[src/rtl/serreg_pkg.sv]
package serreg_pkg;

    localparam int FRAME_W = 16;
    localparam int ADDR_W  = 7;
    localparam int DATA_W  = 8;

    typedef struct packed {
        logic              rd;
        logic [ADDR_W-1:0] addr;
        logic [DATA_W-1:0] data;
    } frame_t;

    typedef enum logic [1:0] {
        OP_NONE  = 2'd0,
        OP_WRITE = 2'd1,
        OP_READ  = 2'd2
    } op_e;

    function automatic logic addr_in_bank(logic [ADDR_W-1:0] a, int nregs);
        return int'(a) < nregs;
    endfunction

    function automatic op_e classify(frame_t f);
        if (f.addr == '0) return OP_NONE;
        return f.rd ? OP_READ : OP_WRITE;
    endfunction

endpackage

[src/rtl/serreg_sync.sv]
module serreg_sync #(
    parameter int               W       = 3,
    parameter logic [W-1:0]     IDLE    = '0
) (
    input  logic         clk,
    input  logic         rst,
    input  logic [W-1:0] d,
    output logic [W-1:0] q
);
    logic [W-1:0] meta;

    for (genvar i = 0; i < W; i++) begin : g_bit
        always_ff @(posedge clk) begin
            if (rst) begin
                meta[i] <= IDLE[i];
                q[i]    <= IDLE[i];
            end else begin
                meta[i] <= d[i];
                q[i]    <= meta[i];
            end
        end
    end
endmodule

[src/rtl/serreg_shifter.sv]
module serreg_shifter
    import serreg_pkg::*;
(
    input  logic              clk,
    input  logic              rst,
    input  logic              sclk_s,
    input  logic              csn_s,
    input  logic              sdi_s,
    input  logic              load_en,
    input  logic [DATA_W-1:0] load_byte,
    output frame_t            frame,
    output logic              frame_end,
    output logic              sdo
);
    logic [FRAME_W-1:0] shreg;
    logic               sclk_d;
    logic               csn_d;
    logic               sclk_rise;

    always_ff @(posedge clk) begin
        if (rst) begin
            sclk_d <= 1'b0;
            csn_d  <= 1'b1;
        end else begin
            sclk_d <= sclk_s;
            csn_d  <= csn_s;
        end
    end

    assign sclk_rise = sclk_s & ~sclk_d;
    assign frame_end = csn_s & ~csn_d;

    always_ff @(posedge clk) begin
        if (rst) begin
            shreg <= '0;
        end else if (!csn_s && sclk_rise) begin
            shreg <= {shreg[FRAME_W-2:0], sdi_s};
        end else if (load_en) begin
            shreg[DATA_W-1:0] <= load_byte;
        end
    end

    // output follows the MSB only during the low phase of the serial clock
    always_ff @(posedge clk) begin
        if (rst)          sdo <= 1'b0;
        else if (!sclk_s) sdo <= shreg[FRAME_W-1];
    end

    assign frame = frame_t'(shreg);
endmodule

[src/rtl/serreg_bank.sv]
module serreg_bank
    import serreg_pkg::*;
#(
    parameter int NREGS = 16
) (
    input  logic              clk,
    input  logic              rst,
    input  logic              we,
    input  logic [ADDR_W-1:0] waddr,
    input  logic [DATA_W-1:0] wdata,
    input  logic [ADDR_W-1:0] saddr,
    output logic [DATA_W-1:0] sdata,
    input  logic [ADDR_W-1:0] laddr,
    output logic [DATA_W-1:0] ldata
);
    localparam int IDX_W = (NREGS > 1) ? $clog2(NREGS) : 1;

    logic [DATA_W-1:0] mem [NREGS];

    for (genvar g = 0; g < NREGS; g++) begin : g_reg
        if (g == 0) begin : g_null
            assign mem[g] = '0;
        end else begin : g_store
            logic [DATA_W-1:0] q;
            always_ff @(posedge clk) begin
                if (rst)                                  q <= '0;
                else if (we && waddr == ADDR_W'(g))       q <= wdata;
            end
            assign mem[g] = q;
        end
    end

    always_comb begin
        sdata = '0;
        ldata = '0;
        if (addr_in_bank(saddr, NREGS)) sdata = mem[saddr[IDX_W-1:0]];
        if (addr_in_bank(laddr, NREGS)) ldata = mem[laddr[IDX_W-1:0]];
    end
endmodule

[src/rtl/serreg_slave.sv]
module serreg_slave
    import serreg_pkg::*;
#(
    parameter int NREGS = 16
) (
    input  logic              clk,
    input  logic              rst,
    input  logic              sclk_in,
    input  logic              csn_in,
    input  logic              sdi_in,
    output logic              sdo_out,
    input  logic [ADDR_W-1:0] rd_addr,
    output logic [DATA_W-1:0] rd_data,
    output logic              wr_stb,
    output logic [ADDR_W-1:0] wr_addr,
    output logic [DATA_W-1:0] wr_data,
    output logic              acc_stb,
    output logic [ADDR_W-1:0] acc_addr
);
    logic [2:0]        sync_q;
    frame_t            frame;
    logic              frame_end;
    op_e               op;
    logic              do_wr;
    logic              do_rd;
    logic [DATA_W-1:0] serial_rd;

    serreg_sync #(.W(3), .IDLE(3'b010)) u_sync (
        .clk (clk),
        .rst (rst),
        .d   ({sclk_in, csn_in, sdi_in}),
        .q   (sync_q)
    );

    serreg_shifter u_shift (
        .clk       (clk),
        .rst       (rst),
        .sclk_s    (sync_q[2]),
        .csn_s     (sync_q[1]),
        .sdi_s     (sync_q[0]),
        .load_en   (do_rd),
        .load_byte (serial_rd),
        .frame     (frame),
        .frame_end (frame_end),
        .sdo       (sdo_out)
    );

    always_comb begin
        op    = frame_end ? classify(frame) : OP_NONE;
        do_wr = (op == OP_WRITE);
        do_rd = (op == OP_READ);
    end

    serreg_bank #(.NREGS(NREGS)) u_bank (
        .clk   (clk),
        .rst   (rst),
        .we    (do_wr),
        .waddr (frame.addr),
        .wdata (frame.data),
        .saddr (frame.addr),
        .sdata (serial_rd),
        .laddr (rd_addr),
        .ldata (rd_data)
    );

    always_ff @(posedge clk) begin
        if (rst) begin
            wr_stb   <= 1'b0;
            wr_addr  <= '0;
            wr_data  <= '0;
            acc_stb  <= 1'b0;
            acc_addr <= '0;
        end else begin
            wr_stb  <= do_wr;
            acc_stb <= do_wr | do_rd;
            if (do_wr) begin
                wr_addr <= frame.addr;
                wr_data <= frame.data;
            end
            if (do_wr || do_rd) acc_addr <= frame.addr;
        end
    end
endmodule

[config.mk]
export PLATFORM = sky130hd
export DESIGN_NAME = serreg_slave
export DESIGN_NICKNAME = d
export VERILOG_FILES = /design/src/rtl/serreg_pkg.sv /design/src/rtl/serreg_sync.sv /design/src/rtl/serreg_shifter.sv /design/src/rtl/serreg_bank.sv /design/src/rtl/serreg_slave.sv
export SDC_FILE = /design/constraint.sdc
export NUM_CORES = 1
export LEC_CHECK = 0
export BUFFER_PORTS_ARGS = -buffer_cell sky130_fd_sc_hd__clkbuf_2
export CAP_MARGIN = 0
export CORE_MARGIN = 5
export CORE_UTILIZATION = 50
export CTS_BUF_LIST = sky130_fd_sc_hd__clkbuf_4
export CTS_CLUSTER_DIAMETER = 40
export CTS_CLUSTER_SIZE = 10
export DETAILED_ROUTE_END_ITERATION = 12
export GPL_ROUTABILITY_DRIVEN = 0
export PLACE_DENSITY = 0.68
export REMOVE_ABC_BUFFERS = 1
export SLEW_MARGIN = 0
export SYNTH_ARGS = -nofsm -noshare
export SYNTH_HDL_FRONTEND = slang
export SYNTH_SLANG_ARGS = --single-unit
[constraint.sdc]
create_clock -name clk -period 3.2 [get_ports clk]
set_clock_uncertainty 0.2 [all_clocks]
set_input_delay 0.64 -clock clk [delete_from_list [all_inputs] [get_ports clk]]
set_output_delay 0.64 -clock clk [all_outputs]
set_load 0.05 [all_outputs]
==> results of run 1 <==
placed cells by master, fill, tap and decap left out, types with 5 or more instances in the layout:
cell         n
nor2b_1     10
o22ai_1      8
buf_4       37
a22oi_1      8
nand2_1     50
buf_12       9
nor2_1     139
mux4_2      40
clkbuf_4    18
clkbuf_2    35
nand2b_1     8
mux2i_1    171
nand3_1      5
nor3b_1     11
dfxtp_1    165
o21ai_0     16
mux2_2       8
o2bb2ai_1   12
a21oi_1     28
logic make-up after synthesis:
kind of cell	after synthesis	synth area share
flops	169	0.415
mux	219	0.331
buf+inv	81	0.0431
compound gates	89	0.0698
fa+ha+maj	3	0.00460
simple gates	243	0.136
power breakdown:
part,total (mW),internal (mW),switching [mW]
Combinational,0.103,0.0323,0.0703
Sequential,2.11,2.11,0.00241
Clock,1.11,0.317,0.790
area by class of cell:
| type | count | area, um^2 |
|---|---|---|
| diodes | 1 | 2.50 |
| clock buffers | 18 | 135 |
| clock inverters | 14 | 103 |
| fillers | 1367 | 6960 |
| inverters | 3 | 11.3 |
| multi-input cells | 554 | 4440 |
| flip-flops and latches | 169 | 3390 |
| well taps | 216 | 270 |
| repair buffers | 81 | 633 |
how the worst min path moves through the flow:
stage | to | cells after the start
3_3_place_gp | u_sync.q[1] | 1
5_1_grt | u_sync.meta[1] | 2
3_5_place_dp | u_sync.q[1] | 1
4_1_cts | u_sync.meta[1] | 2
2_1_floorplan | u_sync.q[1] | 1
6_report | u_sync.meta[1] | 2
critical path, stage by stage:
cell	delay [ns]
clkbuf_2	0.12
buf_4	0.30
mux4_2	0.54
nand2_1	0.09
o21ai_0	0.09
o2bb2ai_1	0.20
buf_12	0.18
state kept, by name, summed over array words and instances, names as in the netlist:
signal              flops
acc_addr                7
acc_stb                 1
u_bank.g.g_store.q    120
u_shift.csn_d           1
u_shift.frame          16
u_shift.sclk_d          1
u_shift.sdo             1
u_sync.meta             3
u_sync.q                3
wr_addr                 7
wr_data                 8
wr_stb                  1
repair_timing:
item	CTS	global route
resized for setup	0	4
setup endpoints to repair	0	32
hold endpoints to repair	0	0
hold buffers	0	0
metal layers:
layer	up-vias	track usage
li1	2895	-
met1	3152	0.333
met5	-	0
met4	2	0.0878
met3	57	0.0435
met2	273	0.359
==> impl_results.html, run 1 <==
<table>
<tr><th>Metric</th><th>Value</th></tr>
<tr><th colspan="2">Critical path</th></tr>
<tr><td>Reg-to-Reg Start</td><td>u_shift.frame[12]</td></tr>
<tr><td>Worst Setup SP</td><td>rd_addr[0]</td></tr>
<tr><td>Slack of the worst reg-to-reg path</td><td>between 0.2 and 0.25 ns</td></tr>
<tr><td>Critical Path End Type</td><td>primary output</td></tr>
<tr><td>Setup crit start kind</td><td>input port</td></tr>
<tr><td>Capture instance of the worst register-to-register path</td><td>u_bank.g_reg[13].g_store.q[6]</td></tr>
<tr><td>Data arrival, critical path</td><td>2.17 ns</td></tr>
<tr><td>Worst reg2reg path depth</td><td>9</td></tr>
<tr><td>CP max FO</td><td>14</td></tr>
<tr><td>Capture point of the worst path</td><td>rd_data[3]</td></tr>
<tr><td>CP Class</td><td>input port to primary output</td></tr>
<tr><td>WP data required</td><td>roughly 2.4 ns</td></tr>
<tr><th colspan="2">Place</th></tr>
<tr><td>Instance count after placement with tap cells included</td><td>1023</td></tr>
<tr><td>Setup slack at placement</td><td>0.0753 ns</td></tr>
<tr><td>Port Buffer Count</td><td>44</td></tr>
<tr><td>Placed cell area</td><td>0.00873 mm^2</td></tr>
<tr><td>HPWL Detailed</td><td>14600 um</td></tr>
<tr><th colspan="2">Route</th></tr>
<tr><td>Number of design-rule violations left by the first detailed-router iteration</td><td>718</td></tr>
<tr><td>WL met3</td><td>about 1400 um</td></tr>
<tr><td>Vias after detailed routing</td><td>6379</td></tr>
<tr><td>Vias per Instance</td><td>6.04</td></tr>
<tr><td>Total DRC errors in the routed layout</td><td>0</td></tr>
<tr><td>Met2 wirelength from detailed routing</td><td>10100 um</td></tr>
<tr><td>Highest metal layer used by the detailed router</td><td>met5</td></tr>
<tr><td>Detailed-route wire length</td><td>21600 um</td></tr>
<tr><td>Number of iterations in the first detailed-routing pass</td><td>6</td></tr>
<tr><td>Average wire per cell in the routed design</td><td>20.4 um</td></tr>
<tr><td>Final ANT Viol Nets</td><td>0</td></tr>
<tr><td>Metal1 wirelength</td><td>9550 um</td></tr>
<tr><th colspan="2">Synth</th></tr>
<tr><td>Post-synthesis instance total</td><td>804</td></tr>
<tr><td>Sequential share of the synthesized area</td><td>0.415</td></tr>
<tr><td>Mean Syn Cell Area</td><td>10.1 um^2</td></tr>
<tr><td>Top cell type's share of synthesized area</td><td>0.415</td></tr>
<tr><td>Number of enable flip-flop cells after synthesis</td><td>0</td></tr>
<tr><td>Dominant synthesized flop cell</td><td>dfxtp_1</td></tr>
<tr><td>Cell accounting for the most synthesized area</td><td>dfxtp_1</td></tr>
<tr><td>Area of the mapped netlist</td><td>a little over 0.008 mm^2</td></tr>
<tr><td>Synthesis warning total</td><td>0</td></tr>
<tr><td>Count of state elements after synthesis</td><td>169</td></tr>
<tr><td>Top cells by instance count after synthesis</td><td>mux2i_1 (171), dfxtp_1 (169), nor2_1 (139), clkbuf_1 (52), nand2_1 (50)</td></tr>
<tr><td>Distinct cells, synth</td><td>39</td></tr>
<tr><td>Cell with the most instances after synthesis</td><td>mux2i_1</td></tr>
<tr><td>Async set-reset flop share out of synthesis</td><td>0</td></tr>
<tr><td>Largest cells by area after synthesis</td><td>dfxtp_1 (41%), mux2i_1 (21%), mux4_2 (11%), nor2_1 (6.4%), clkbuf_1 (2.4%)</td></tr>
<tr><th colspan="2">Flow run</th></tr>
<tr><td>Number of max-capacitance violations reported</td><td>0</td></tr>
<tr><th colspan="2">Floorplanning</th></tr>
<tr><td>Number of primary I/O pins</td><td>45</td></tr>
<tr><td>Width of the die</td><td>138 um</td></tr>
<tr><td>Total number of placement rows</td><td>46</td></tr>
<tr><td>Effective utilization at floorplan</td><td>0.512</td></tr>
<tr><td>Placeable Area</td><td>0.0159 mm^2</td></tr>
<tr><td>Total die area</td><td>0.0190 mm^2</td></tr>
<tr><td>Die Ht</td><td>138 um</td></tr>
<tr><th colspan="2">Timing</th></tr>
<tr><td>Share of the clock period used by the worst path</td><td>0.940</td></tr>
<tr><td>Setup WS post-layout</td><td>0.192 ns</td></tr>
<tr><td>Pin slew with the least headroom to its limit</td><td>between 1 and 1.5 ns</td></tr>
<tr><td>Final count of pins violating max slew</td><td>0</td></tr>
<tr><td>Final-report setup violation count</td><td>0</td></tr>
<tr><td>Post-layout minimum cycle time</td><td>3.01 ns</td></tr>
<tr><td>WHS</td><td>0.0371 ns</td></tr>
<tr><td>Fin Setup TNS</td><td>0 ns</td></tr>
<tr><td>Unrepaired setup endpoints after global routing</td><td>false</td></tr>
<tr><td>Relative max-transition margin</td><td>0.311</td></tr>
<tr><td>Count of endpoints failing hold in the final timing report</td><td>0</td></tr>
<tr><td>Highest clock rate</td><td>332 MHz</td></tr>
<tr><th colspan="2">Finish</th></tr>
<tr><td>Core utilization of the finished layout</td><td>0.563</td></tr>
<tr><td>Layout overhead on the synthesized area</td><td>10.1%</td></tr>
<tr><td>Post-Layout Inst Area</td><td>between 0.008 and 0.009 mm^2</td></tr>
<tr><td>Proportion of layout cells with a drive suffix above 1</td><td>0.207</td></tr>
<tr><td>Layout net count</td><td>841</td></tr>
<tr><td>Post-route non-filler standard cell count</td><td>between 1000 and 1500</td></tr>
<tr><th colspan="2">Clock network</th></tr>
<tr><td>Clock tree from TritonCTS</td><td>done</td></tr>
<tr><td>Clock buffers created by TritonCTS</td><td>17</td></tr>
<tr><td>Cell chosen for the clock root</td><td>clkbuf_4</td></tr>
<tr><td>CTS sink count</td><td>169</td></tr>
<tr><td>Worst skew pair latency</td><td>0.59 ns</td></tr>
<tr><td>Clock slew at reported path FFs</td><td>0.13 ns</td></tr>
<tr><td>Max Buffers Root-to-Sink</td><td>2</td></tr>
<tr><td>Number of post-CTS setup repair buffers</td><td>0</td></tr>
<tr><td>Count of H-tree levels built during CTS</td><td>4</td></tr>
<tr><th colspan="2">Power and ir drop</th></tr>
<tr><td>PwrDens</td><td>370 mW/mm^2</td></tr>
<tr><td>Sum of internal, switching and leakage power</td><td>3.32 mW</td></tr>
<tr><td>Worst voltage drop across the vdd grid</td><td>roughly 0.00023 V</td></tr>
<tr><td>P_leak</td><td>3.56 nW</td></tr>
<tr><th colspan="2">Status</th></tr>
<tr><td>Status</td><td>complete, no violations</td></tr>
<tr><th colspan="2">Global route</th></tr>
<tr><td>Number of global-route vias before repair</td><td>6159</td></tr>
<tr><td>Leftover overflow at the end of global routing</td><td>0</td></tr>
<tr><td>Pin count of the biggest net entering global routing</td><td>101</td></tr>
<tr><td>Total global routing track utilization</td><td>0.235</td></tr>
<tr><td>Initial antenna violation count</td><td>2</td></tr>
<tr><td>First-pass GRT wire length</td><td>between 30000 and 40000 um</td></tr>
<tr><th colspan="2">Hold path</th></tr>
<tr><td>Hold path startpoint</td><td>csn_in</td></tr>
<tr><td>Class of the tightest hold or removal check</td><td>input port to flip-flop</td></tr>
</table>
Power figures use the tool's default switching activity.
==> run 2: changes to the inputs <==
--- a/config.mk
+++ b/config.mk
@@ -7,7 +7,6 @@
 export LEC_CHECK = 0
 export BUFFER_PORTS_ARGS = -buffer_cell sky130_fd_sc_hd__clkbuf_2
 export CAP_MARGIN = 0
-export CORE_MARGIN = 5
 export CORE_UTILIZATION = 50
 export CTS_BUF_LIST = sky130_fd_sc_hd__clkbuf_4
 export CTS_CLUSTER_DIAMETER = 40
==> impl_results.html, run 2 (synthesis results as in run 1) <==
<table>
<tr><th>Metric</th><th>Value</th></tr>
<tr><th colspan="2">Status</th></tr>
<tr><td>Status</td><td>complete, no violations (unchanged)</td></tr>
<tr><th colspan="2">Finish</th></tr>
<tr><td>Max FFs per register</td><td>120 (unchanged)</td></tr>
<tr><td>Layout overhead on the synthesized area</td><td>10.7% (was 10.1%)</td></tr>
<tr><td>Largest reg by FF count</td><td>u_bank.g.g_store.q (unchanged)</td></tr>
<tr><td>Commonest non-fill, non-tap cells in the layout</td><td>mux2i_1 (171), dfxtp_1 (167), nor2_1 (139) (was mux2i_1 (171), dfxtp_1 (165), nor2_1 (139))</td></tr>
<tr><td>Proportion of layout cells with a drive suffix above 1</td><td>0.197 (was 0.207)</td></tr>
<tr><td>Post-route non-filler standard cell count</td><td>1049 (was 1056)</td></tr>
<tr><td>Layout net count</td><td>836 (was 841)</td></tr>
<tr><td>Most common library cell in the layout ignoring fill and taps</td><td>mux2i_1 (unchanged)</td></tr>
<tr><td>Core utilization of the finished layout</td><td>0.568 (was 0.563)</td></tr>
<tr><td>Number of fill cells</td><td>1392 (was 1367)</td></tr>
<tr><th colspan="2">Critical path</th></tr>
<tr><td>CP Class</td><td>flip-flop to flip-flop (was input port to primary output)</td></tr>
<tr><td>Sequence of cells on the critical path</td><td>nor3_2 &gt; a311oi_2 &gt; nand2b_1 &gt; inv_1 &gt; ha_1 &gt; or4b_4 &gt; nor4b_2 &gt; buf_4 &gt; mux2i_1 &gt; nor2_1 (was clkbuf_2 &gt; buf_4 &gt; mux4_2 &gt; nand2_1 &gt; o21ai_0 &gt; o2bb2ai_1 &gt; buf_12)</td></tr>
<tr><td>Critical Path End Type</td><td>flip-flop (was primary output)</td></tr>
<tr><td>Data arrival, critical path</td><td>3.22 ns (was 2.17 ns)</td></tr>
<tr><td>Maximum single-stage delay on the critical path</td><td>0.54 ns (about the same)</td></tr>
<tr><td>Setup crit start kind</td><td>flip-flop (was input port)</td></tr>
<tr><td>Standard cell with the maximum stage delay on the critical path</td><td>or4b_4 (was mux4_2)</td></tr>
<tr><td>CP max FO</td><td>8 (was 14)</td></tr>
<tr><td>Reg-to-Reg Start</td><td>u_shift.frame[13] (was u_shift.frame[12])</td></tr>
<tr><td>WP data required</td><td>3.43 ns (was 2.36 ns)</td></tr>
<tr><td>Worst Setup SP</td><td>u_shift.frame[13] (was rd_addr[0])</td></tr>
<tr><td>WP buf/inv</td><td>2 (was 3)</td></tr>
<tr><td>Cell family with the largest share of critical-path delay</td><td>simple AND/OR/NAND/NOR gates (was buffers and inverters)</td></tr>
<tr><th colspan="2">Floorplanning</th></tr>
<tr><td>Placeable Area</td><td>0.0159 mm^2 (about the same)</td></tr>
<tr><td>Total number of placement rows</td><td>46 (unchanged)</td></tr>
<tr><td>Total die area</td><td>0.0168 mm^2 (was 0.0190 mm^2)</td></tr>
<tr><td>Number of primary I/O pins</td><td>45 (unchanged)</td></tr>
<tr><td>Width of the die</td><td>130 um (was 138 um)</td></tr>
<tr><td>Die Ht</td><td>130 um (was 138 um)</td></tr>
<tr><td>Effective utilization at floorplan</td><td>0.513 (was 0.512)</td></tr>
<tr><th colspan="2">Route</th></tr>
<tr><td>Vias after detailed routing</td><td>6147 (was 6379)</td></tr>
<tr><td>Vias per Instance</td><td>5.86 (was 6.04)</td></tr>
<tr><td>Detailed-route wire length</td><td>20400 um (was 21600 um)</td></tr>
<tr><td>Number of design-rule violations left by the first detailed-router iteration</td><td>548 (was 718)</td></tr>
<tr><td>Number of iterations in the first detailed-routing pass</td><td>5 (was 6)</td></tr>
<tr><td>Average wire per cell in the routed design</td><td>19.4 um (was 20.4 um)</td></tr>
<tr><td>Final ANT Viol Nets</td><td>0 (unchanged)</td></tr>
<tr><td>Total DRC errors in the routed layout</td><td>0 (unchanged)</td></tr>
<tr><th colspan="2">Clock network</th></tr>
<tr><td>Worst skew pair latency</td><td>0.56 ns (was 0.59 ns)</td></tr>
<tr><td>Hold Buf Count CTS</td><td>0 (unchanged)</td></tr>
<tr><td>Number of post-CTS setup repair buffers</td><td>0 (unchanged)</td></tr>
<tr><td>Max Buffers Root-to-Sink</td><td>2 (unchanged)</td></tr>
<tr><td>Clock slew at reported path FFs</td><td>0.13 ns (about the same)</td></tr>
<tr><td>CTS sink count</td><td>169 (unchanged)</td></tr>
<tr><td>Clock tree from TritonCTS</td><td>done (unchanged)</td></tr>
<tr><td>Count of cells resized by post-cts repair</td><td>0 (unchanged)</td></tr>
<tr><td>Clock buffers created by TritonCTS</td><td>17 (unchanged)</td></tr>
<tr><td>Cell chosen for the clock root</td><td>clkbuf_4 (unchanged)</td></tr>
<tr><td>Count of H-tree levels built during CTS</td><td>4 (unchanged)</td></tr>
<tr><th colspan="2">Power and ir drop</th></tr>
<tr><td>Sequential share of power</td><td>0.595 (was 0.636)</td></tr>
<tr><td>Power share of the combinational group</td><td>0.029 (was 0.031)</td></tr>
<tr><td>Sum of internal, switching and leakage power</td><td>3.55 mW (was 3.32 mW)</td></tr>
<tr><td>Sw Ratio</td><td>0.219 (was 0.260)</td></tr>
<tr><td>PwrDens</td><td>393 mW/mm^2 (was 370 mW/mm^2)</td></tr>
<tr><td>Clock network fraction of design power</td><td>0.377 (was 0.333)</td></tr>
<tr><td>P_leak</td><td>3.58 nW (was 3.56 nW)</td></tr>
<tr><td>Worst voltage drop across the vdd grid</td><td>0.000246 V (was 0.000228 V)</td></tr>
<tr><td>Net Sw Power</td><td>0.776 mW (was 0.862 mW)</td></tr>
<tr><td>Internal portion of total power</td><td>2.77 mW (was 2.46 mW)</td></tr>
<tr><th colspan="2">Global route</th></tr>
<tr><td>Total global routing track utilization</td><td>0.254 (was 0.235)</td></tr>
<tr><td>Met2 Resource Use GR</td><td>0.401 (was 0.359)</td></tr>
<tr><td>GRT busiest layer</td><td>met2 (unchanged)</td></tr>
<tr><td>Pin count of the biggest net entering global routing</td><td>170 (was 101)</td></tr>
<tr><td>GR Util met3</td><td>0.0463 (was 0.0435)</td></tr>
<tr><td>First-pass GRT wire length</td><td>32400 um (was 34500 um)</td></tr>
<tr><td>Initial antenna violation count</td><td>1 (was 2)</td></tr>
<tr><td>Number of global-route vias before repair</td><td>5880 (was 6159)</td></tr>
<tr><td>Met1 Usage GRT</td><td>0.350 (was 0.333)</td></tr>
<tr><td>Leftover overflow at the end of global routing</td><td>0 (unchanged)</td></tr>
<tr><th colspan="2">Timing</th></tr>
<tr><td>Pin slew with the least headroom to its limit</td><td>0.893 ns (was 1.03 ns)</td></tr>
<tr><td>Count of endpoints failing hold in the final timing report</td><td>0 (unchanged)</td></tr>
<tr><td>Final count of pins violating max slew</td><td>0 (unchanged)</td></tr>
<tr><td>Post-layout minimum cycle time</td><td>2.99 ns (was 3.01 ns)</td></tr>
<tr><td>Highest clock rate</td><td>335 MHz (was 332 MHz)</td></tr>
<tr><td>Relative max-transition margin</td><td>0.405 (was 0.311)</td></tr>
<tr><td>Share of the clock period used by the worst path</td><td>0.934 (was 0.940)</td></tr>
<tr><td>Final-report setup violation count</td><td>0 (unchanged)</td></tr>
<tr><td>Unrepaired setup endpoints after global routing</td><td>false (unchanged)</td></tr>
<tr><th colspan="2">Place</th></tr>
<tr><td>Port Buffer Count</td><td>44 (unchanged)</td></tr>
<tr><td>Instance count after placement with tap cells included</td><td>1018 (was 1023)</td></tr>
<tr><td>HPWL Detailed</td><td>13500 um (was 14600 um)</td></tr>
<tr><th colspan="2">Hold path</th></tr>
<tr><td>Class of the tightest hold or removal check</td><td>input port to flip-flop (unchanged)</td></tr>
<tr><td>Hold path startpoint</td><td>csn_in (unchanged)</td></tr>
<tr><th colspan="2">Flow run</th></tr>
<tr><td>Number of max-capacitance violations reported</td><td>0 (unchanged)</td></tr>
</table>
run 2: final cells by class:
class / count / area [um^2] / share of cell area
clock inverter: 10 / 153 / 0.0169
timing repair buffer: 76 / 608 / 0.0674
inverter: 3 / 11.3 / 0.00125
clock buffer: 20 / 150 / 0.0166
sequential: 169 / 3390 / 0.375
antenna: 1 / 2.50 / 0.000277
tap: 216 / 270 / 0.0299
multi-input combinational: 554 / 4450 / 0.493
run 2: power by group through the flow:
stage	Combinational, mW	Sequential [mW]	Clock (mW)
final	0.102	2.11	1.34
after global routing	0.109	2.11	1.45
after CTS	0.103	2.11	1.36
after detailed placement	0.102	2.16	0
after global placement	0.101	2.16	0
after floorplan	0.0238	2.16	0
run 2: final timing paths:
path | cells past startpoint | slack, ns | end
max reg2reg | 10 | 0.21 | u_bank.g_reg[13].g_store.q[1]
max | 10 | 0.21 | u_bank.g_reg[13].g_store.q[1]
min | 2 | 0.05 | u_sync.meta[1]
min reg2reg | 1 | 0.22 | u_sync.q[1]
run 2: metal layers:
layer / wire (um) / up-vias
li1: - / 2881
met1: 9080 / 3064
met2: 9920 / 174
met3: 1080 / 28
met4: 293 / 0
met5: 0 / -
run 2: stage by stage:
| step | instance area, um^2 | hold slack (ns) | TNS (ns) | setup WS (ns) |
|---|---|---|---|---|
| final | 9030 | 0.0482 | 0 | 0.211 |
| after global routing | 9030 | 0.00179 | 0 | 0.0457 |
| after CTS | 9000 | 0.00745 | 0 | 0.0193 |
| after detailed placement | 8700 | 0.198 | 0 | 0.0503 |
| after global placement | 8700 | 0.196 | 0 | 0.136 |
| after floorplan | 7820 | 0.189 | -225.23 | -1.82 |
==> run 3: changes to the inputs <==
--- a/config.mk
+++ b/config.mk
@@ -5,6 +5,7 @@
 export SDC_FILE = /design/constraint.sdc
 export NUM_CORES = 1
 export LEC_CHECK = 0
+export ABC_AREA = 1
 export BUFFER_PORTS_ARGS = -buffer_cell sky130_fd_sc_hd__clkbuf_2
 export CAP_MARGIN = 0
 export CORE_UTILIZATION = 50
==> impl_results.html, run 3 <==
<table>
<tr><th>Metric</th><th>Value</th></tr>
<tr><th colspan="2">Status</th></tr>
<tr><td>Status</td><td>complete, no violations (unchanged)</td></tr>
<tr><th colspan="2">Timing</th></tr>
<tr><td>Final count of pins violating max slew</td><td>0 (unchanged)</td></tr>
<tr><td>Highest clock rate</td><td>336 MHz (was 335 MHz)</td></tr>
<tr><td>Final-report setup violation count</td><td>0 (unchanged)</td></tr>
<tr><td>Pin slew with the least headroom to its limit</td><td>0.911 ns (was 0.893 ns)</td></tr>
<tr><td>Post-layout minimum cycle time</td><td>2.98 ns (was 2.99 ns)</td></tr>
<tr><td>Count of endpoints failing hold in the final timing report</td><td>0 (unchanged)</td></tr>
<tr><td>Share of the clock period used by the worst path</td><td>0.931 (was 0.934)</td></tr>
<tr><td>Relative max-transition margin</td><td>0.392 (was 0.405)</td></tr>
<tr><td>Unrepaired setup endpoints after global routing</td><td>false (unchanged)</td></tr>
<tr><th colspan="2">Finish</th></tr>
<tr><td>Commonest non-fill, non-tap cells in the layout</td><td>nand2_1 (332), a21oi_1 (175), o21ai_0 (170) (was mux2i_1 (171), dfxtp_1 (167), nor2_1 (139))</td></tr>
<tr><td>Area used by sequential logic in the layout</td><td>0.00339 mm^2 (unchanged)</td></tr>
<tr><td>Core utilization of the finished layout</td><td>0.566 (was 0.568)</td></tr>
<tr><td>Number of fill cells</td><td>1558 (was 1392)</td></tr>
<tr><td>Most common library cell in the layout ignoring fill and taps</td><td>nand2_1 (was mux2i_1)</td></tr>
<tr><td>Layout overhead on the synthesized area</td><td>9.89% (was 10.7%)</td></tr>
<tr><td>Largest reg by FF count</td><td>u_bank.g.g_store.q (unchanged)</td></tr>
<tr><td>Max FFs per register</td><td>120 (unchanged)</td></tr>
<tr><td>Multi-input combinational cell area</td><td>0.00421 mm^2 (was 0.00445 mm^2)</td></tr>
<tr><td>Layout net count</td><td>1213 (was 836)</td></tr>
<tr><td>Proportion of layout cells with a drive suffix above 1</td><td>0.118 (was 0.197)</td></tr>
<tr><th colspan="2">Synth</th></tr>
<tr><td>Top cell type's share of synthesized area</td><td>0.411 (was 0.415)</td></tr>
<tr><td>Distinct cells, synth</td><td>31 (was 39)</td></tr>
<tr><td>Count of state elements after synthesis</td><td>169 (unchanged)</td></tr>
<tr><td>Post-synthesis instance total</td><td>1193 (was 804)</td></tr>
<tr><td>Cell accounting for the most synthesized area</td><td>dfxtp_1 (unchanged)</td></tr>
<tr><td>Largest cells by area after synthesis</td><td>dfxtp_1 (41%), nand2_1 (15%), a21oi_1 (11%), o21ai_0 (10%), nand3_1 (3.5%) (was dfxtp_1 (41%), mux2i_1 (21%), mux4_2 (11%), nor2_1 (6.4%), clkbuf_1 (2.4%))</td></tr>
<tr><td>Cell with the most instances after synthesis</td><td>nand2_1 (was mux2i_1)</td></tr>
<tr><td>Top cells by instance count after synthesis</td><td>nand2_1 (332), a21oi_1 (175), o21ai_0 (170), dfxtp_1 (169), nor2_1 (63) (was mux2i_1 (171), dfxtp_1 (169), nor2_1 (139), clkbuf_1 (52), nand2_1 (50))</td></tr>
<tr><td>Number of enable flip-flop cells after synthesis</td><td>0 (unchanged)</td></tr>
<tr><td>Async set-reset flop share out of synthesis</td><td>0 (unchanged)</td></tr>
<tr><td>Area of the mapped netlist</td><td>0.00824 mm^2 (was 0.00816 mm^2)</td></tr>
<tr><td>Synthesis warning total</td><td>0 (unchanged)</td></tr>
<tr><td>Sequential share of the synthesized area</td><td>0.411 (was 0.415)</td></tr>
<tr><td>Mean Syn Cell Area</td><td>6.91 um^2 (was 10.1 um^2)</td></tr>
<tr><td>Dominant synthesized flop cell</td><td>dfxtp_1 (unchanged)</td></tr>
<tr><th colspan="2">Route</th></tr>
<tr><td>Vias per Instance</td><td>5.70 (was 5.86)</td></tr>
<tr><td>Detailed-route wire length</td><td>24300 um (was 20400 um)</td></tr>
<tr><td>Average wire per cell in the routed design</td><td>17.0 um (was 19.4 um)</td></tr>
<tr><td>Number of design-rule violations left by the first detailed-router iteration</td><td>953 (was 548)</td></tr>
<tr><td>Final ANT Viol Nets</td><td>0 (unchanged)</td></tr>
<tr><td>Vias after detailed routing</td><td>8137 (was 6147)</td></tr>
<tr><td>Number of iterations in the first detailed-routing pass</td><td>6 (was 5)</td></tr>
<tr><td>Total DRC errors in the routed layout</td><td>0 (unchanged)</td></tr>
<tr><th colspan="2">Place</th></tr>
<tr><td>Port Buffer Count</td><td>44 (unchanged)</td></tr>
<tr><td>HPWL Detailed</td><td>15400 um (was 13500 um)</td></tr>
<tr><th colspan="2">Clock network</th></tr>
<tr><td>Clock tree from TritonCTS</td><td>done (unchanged)</td></tr>
<tr><td>Clock slew at reported path FFs</td><td>0.14 ns (was 0.13 ns)</td></tr>
<tr><td>Count of H-tree levels built during CTS</td><td>4 (unchanged)</td></tr>
<tr><td>CTS sink count</td><td>169 (unchanged)</td></tr>
<tr><td>Clock buffers created by TritonCTS</td><td>17 (unchanged)</td></tr>
<tr><td>Worst skew pair latency</td><td>0.58 ns (was 0.56 ns)</td></tr>
<tr><td>Cell chosen for the clock root</td><td>clkbuf_4 (unchanged)</td></tr>
<tr><td>Hold Buf Count CTS</td><td>0 (unchanged)</td></tr>
<tr><td>Max Buffers Root-to-Sink</td><td>2 (unchanged)</td></tr>
<tr><td>Number of post-CTS setup repair buffers</td><td>0 (unchanged)</td></tr>
<tr><td>Count of cells resized by post-cts repair</td><td>0 (unchanged)</td></tr>
<tr><th colspan="2">Power and ir drop</th></tr>
<tr><td>P_leak</td><td>3.74 nW (was 3.58 nW)</td></tr>
<tr><td>Worst voltage drop across the vdd grid</td><td>0.000243 V (was 0.000246 V)</td></tr>
<tr><td>Sum of internal, switching and leakage power</td><td>3.64 mW (was 3.55 mW)</td></tr>
<tr><td>PwrDens</td><td>402 mW/mm^2 (was 393 mW/mm^2)</td></tr>
<tr><th colspan="2">Critical path</th></tr>
<tr><td>Worst Setup SP</td><td>rd_addr[0] (was u_shift.frame[13])</td></tr>
<tr><td>Sequence of cells on the critical path</td><td>clkbuf_2 &gt; inv_1 &gt; buf_12 &gt; nand2_1 &gt; a21oi_1 &gt; a21oi_1 &gt; nor2_1 &gt; nor2_1 &gt; nor2_1 &gt; buf_12 (was nor3_2 &gt; a311oi_2 &gt; nand2b_1 &gt; inv_1 &gt; ha_1 &gt; or4b_4 &gt; nor4b_2 &gt; buf_4 &gt; mux2i_1 &gt; nor2_1)</td></tr>
<tr><td>Standard cell with the maximum stage delay on the critical path</td><td>nor2_1 (was or4b_4)</td></tr>
<tr><td>Most repeated library cell on the critical path</td><td>nor2_1</td></tr>
<tr><td>CP max FO</td><td>48 (was 8)</td></tr>
<tr><td>Critical Path End Type</td><td>primary output (was flip-flop)</td></tr>
<tr><td>Maximum single-stage delay on the critical path</td><td>0.28 ns (was 0.54 ns)</td></tr>
<tr><td>Reg-to-Reg Start</td><td>u_shift.frame[14] (was u_shift.frame[13])</td></tr>
<tr><td>Setup crit start kind</td><td>input port (was flip-flop)</td></tr>
<tr><td>WP data required</td><td>2.36 ns (was 3.43 ns)</td></tr>
<tr><td>CP Class</td><td>input port to primary output (was flip-flop to flip-flop)</td></tr>
<tr><td>Data arrival, critical path</td><td>2.14 ns (was 3.22 ns)</td></tr>
<tr><th colspan="2">Global route</th></tr>
<tr><td>Total global routing track utilization</td><td>0.300 (was 0.254)</td></tr>
<tr><td>Leftover overflow at the end of global routing</td><td>0 (unchanged)</td></tr>
<tr><td>Pin count of the biggest net entering global routing</td><td>144 (was 170)</td></tr>
<tr><td>Number of global-route vias before repair</td><td>7116 (was 5880)</td></tr>
<tr><td>Initial antenna violation count</td><td>1 (unchanged)</td></tr>
<tr><td>First-pass GRT wire length</td><td>38700 um (was 32400 um)</td></tr>
<tr><th colspan="2">Floorplanning</th></tr>
<tr><td>Number of primary I/O pins</td><td>45 (unchanged)</td></tr>
<tr><td>Effective utilization at floorplan</td><td>0.515 (was 0.513)</td></tr>
<tr><td>Width of the die</td><td>130 um (about the same)</td></tr>
<tr><td>Placeable Area</td><td>0.0160 mm^2 (was 0.0159 mm^2)</td></tr>
<tr><td>Total number of placement rows</td><td>46 (unchanged)</td></tr>
<tr><td>Die Ht</td><td>130 um (about the same)</td></tr>
<tr><td>Total die area</td><td>0.0170 mm^2 (was 0.0168 mm^2)</td></tr>
<tr><th colspan="2">Hold path</th></tr>
<tr><td>Class of the tightest hold or removal check</td><td>input port to flip-flop (unchanged)</td></tr>
<tr><td>Hold path startpoint</td><td>sclk_in (was csn_in)</td></tr>
<tr><th colspan="2">Flow run</th></tr>
<tr><td>Number of max-capacitance violations reported</td><td>0 (unchanged)</td></tr>
</table>
run 3: cell types whose count changed after synthesis, sizes merged, moves of 56 or more:
cell and change:
a21oi +147, mux2i -171, nand2 +283, nand3 +57, nor2 -56, o21ai +160
run 3: final cells by class:
cell class,count,share of cell area
Sequential cell,169,0.374
Tap cell,216,0.0299
Multi-Input combinational cell,880,0.465
Inverter,56,0.0239
Clock buffer,17,0.0141
Clock inverter,15,0.0182
Timing Repair Buffer,74,0.0749
Antenna cell,1,0.000276
run 3: worst max-delay path, delay by kind of cell:
kind	cells	cell delay, ns
simple gates	4	0.51
compound gates	2	0.21
buf+inv	4	0.73
run 3: metal layers:
layer	up-vias	GRT usage	share of wire
met1	3682	0.413	0.45
met4	0	0.149	0.035
met5	-	0	0
met3	64	0.0603	0.082
li1	3999	-	-
met2	392	0.446	0.43
run 3: cell families after synthesis:
| kind of cell | Yosys count | share of synthesized area |
|---|---|---|
| AOI/OAI and AO/OA | 390 | 0.248 |
| adders and majority gates | 3 | 0.00456 |
| buffers and inverters | 144 | 0.0787 |
| DFF | 169 | 0.411 |
| and+or+nand+nor | 487 | 0.258 |
run 3: path summary, 6_finish.rpt:
path | endpoint | slack (ns) | depth (start not counted)
max | rd_data[0] | 0.22 | 10
min | u_sync.meta[2] | 0.04 | 3
max reg2reg | u_bank.g_reg[8].g_store.q[1] | 0.35 | 14
min reg2reg | u_sync.q[2] | 0.21 | 2
run 3: power breakdown:
group	switching (mW)	internal (mW)	total (mW)
clock network	0.815	0.482	1.30
logic	0.161	0.0672	0.229
registers	0.00381	2.11	2.12
total	0.980	2.66	3.64
run 3: stage by stage:
| stage | cell area (um^2) | worst slack, ns | TNS [ns] | cells | hold slack [ns] |
|---|---|---|---|---|---|
| after floorplan | 7800 | -0.174 | -6.70 | 1105 | 0.188 |
| after global placement | 8590 | 0.314 | 0 | 1385 | 0.190 |
| after detailed placement | 8590 | 0.252 | 0 | 1385 | 0.194 |
| after CTS | 8890 | 0.252 | 0 | 1417 | 0.000540 |
| after global routing | 9050 | 0.0162 | 0 | 1428 | 0.0108 |
| final | 9050 | 0.222 | 0 | 1428 | 0.0400 |
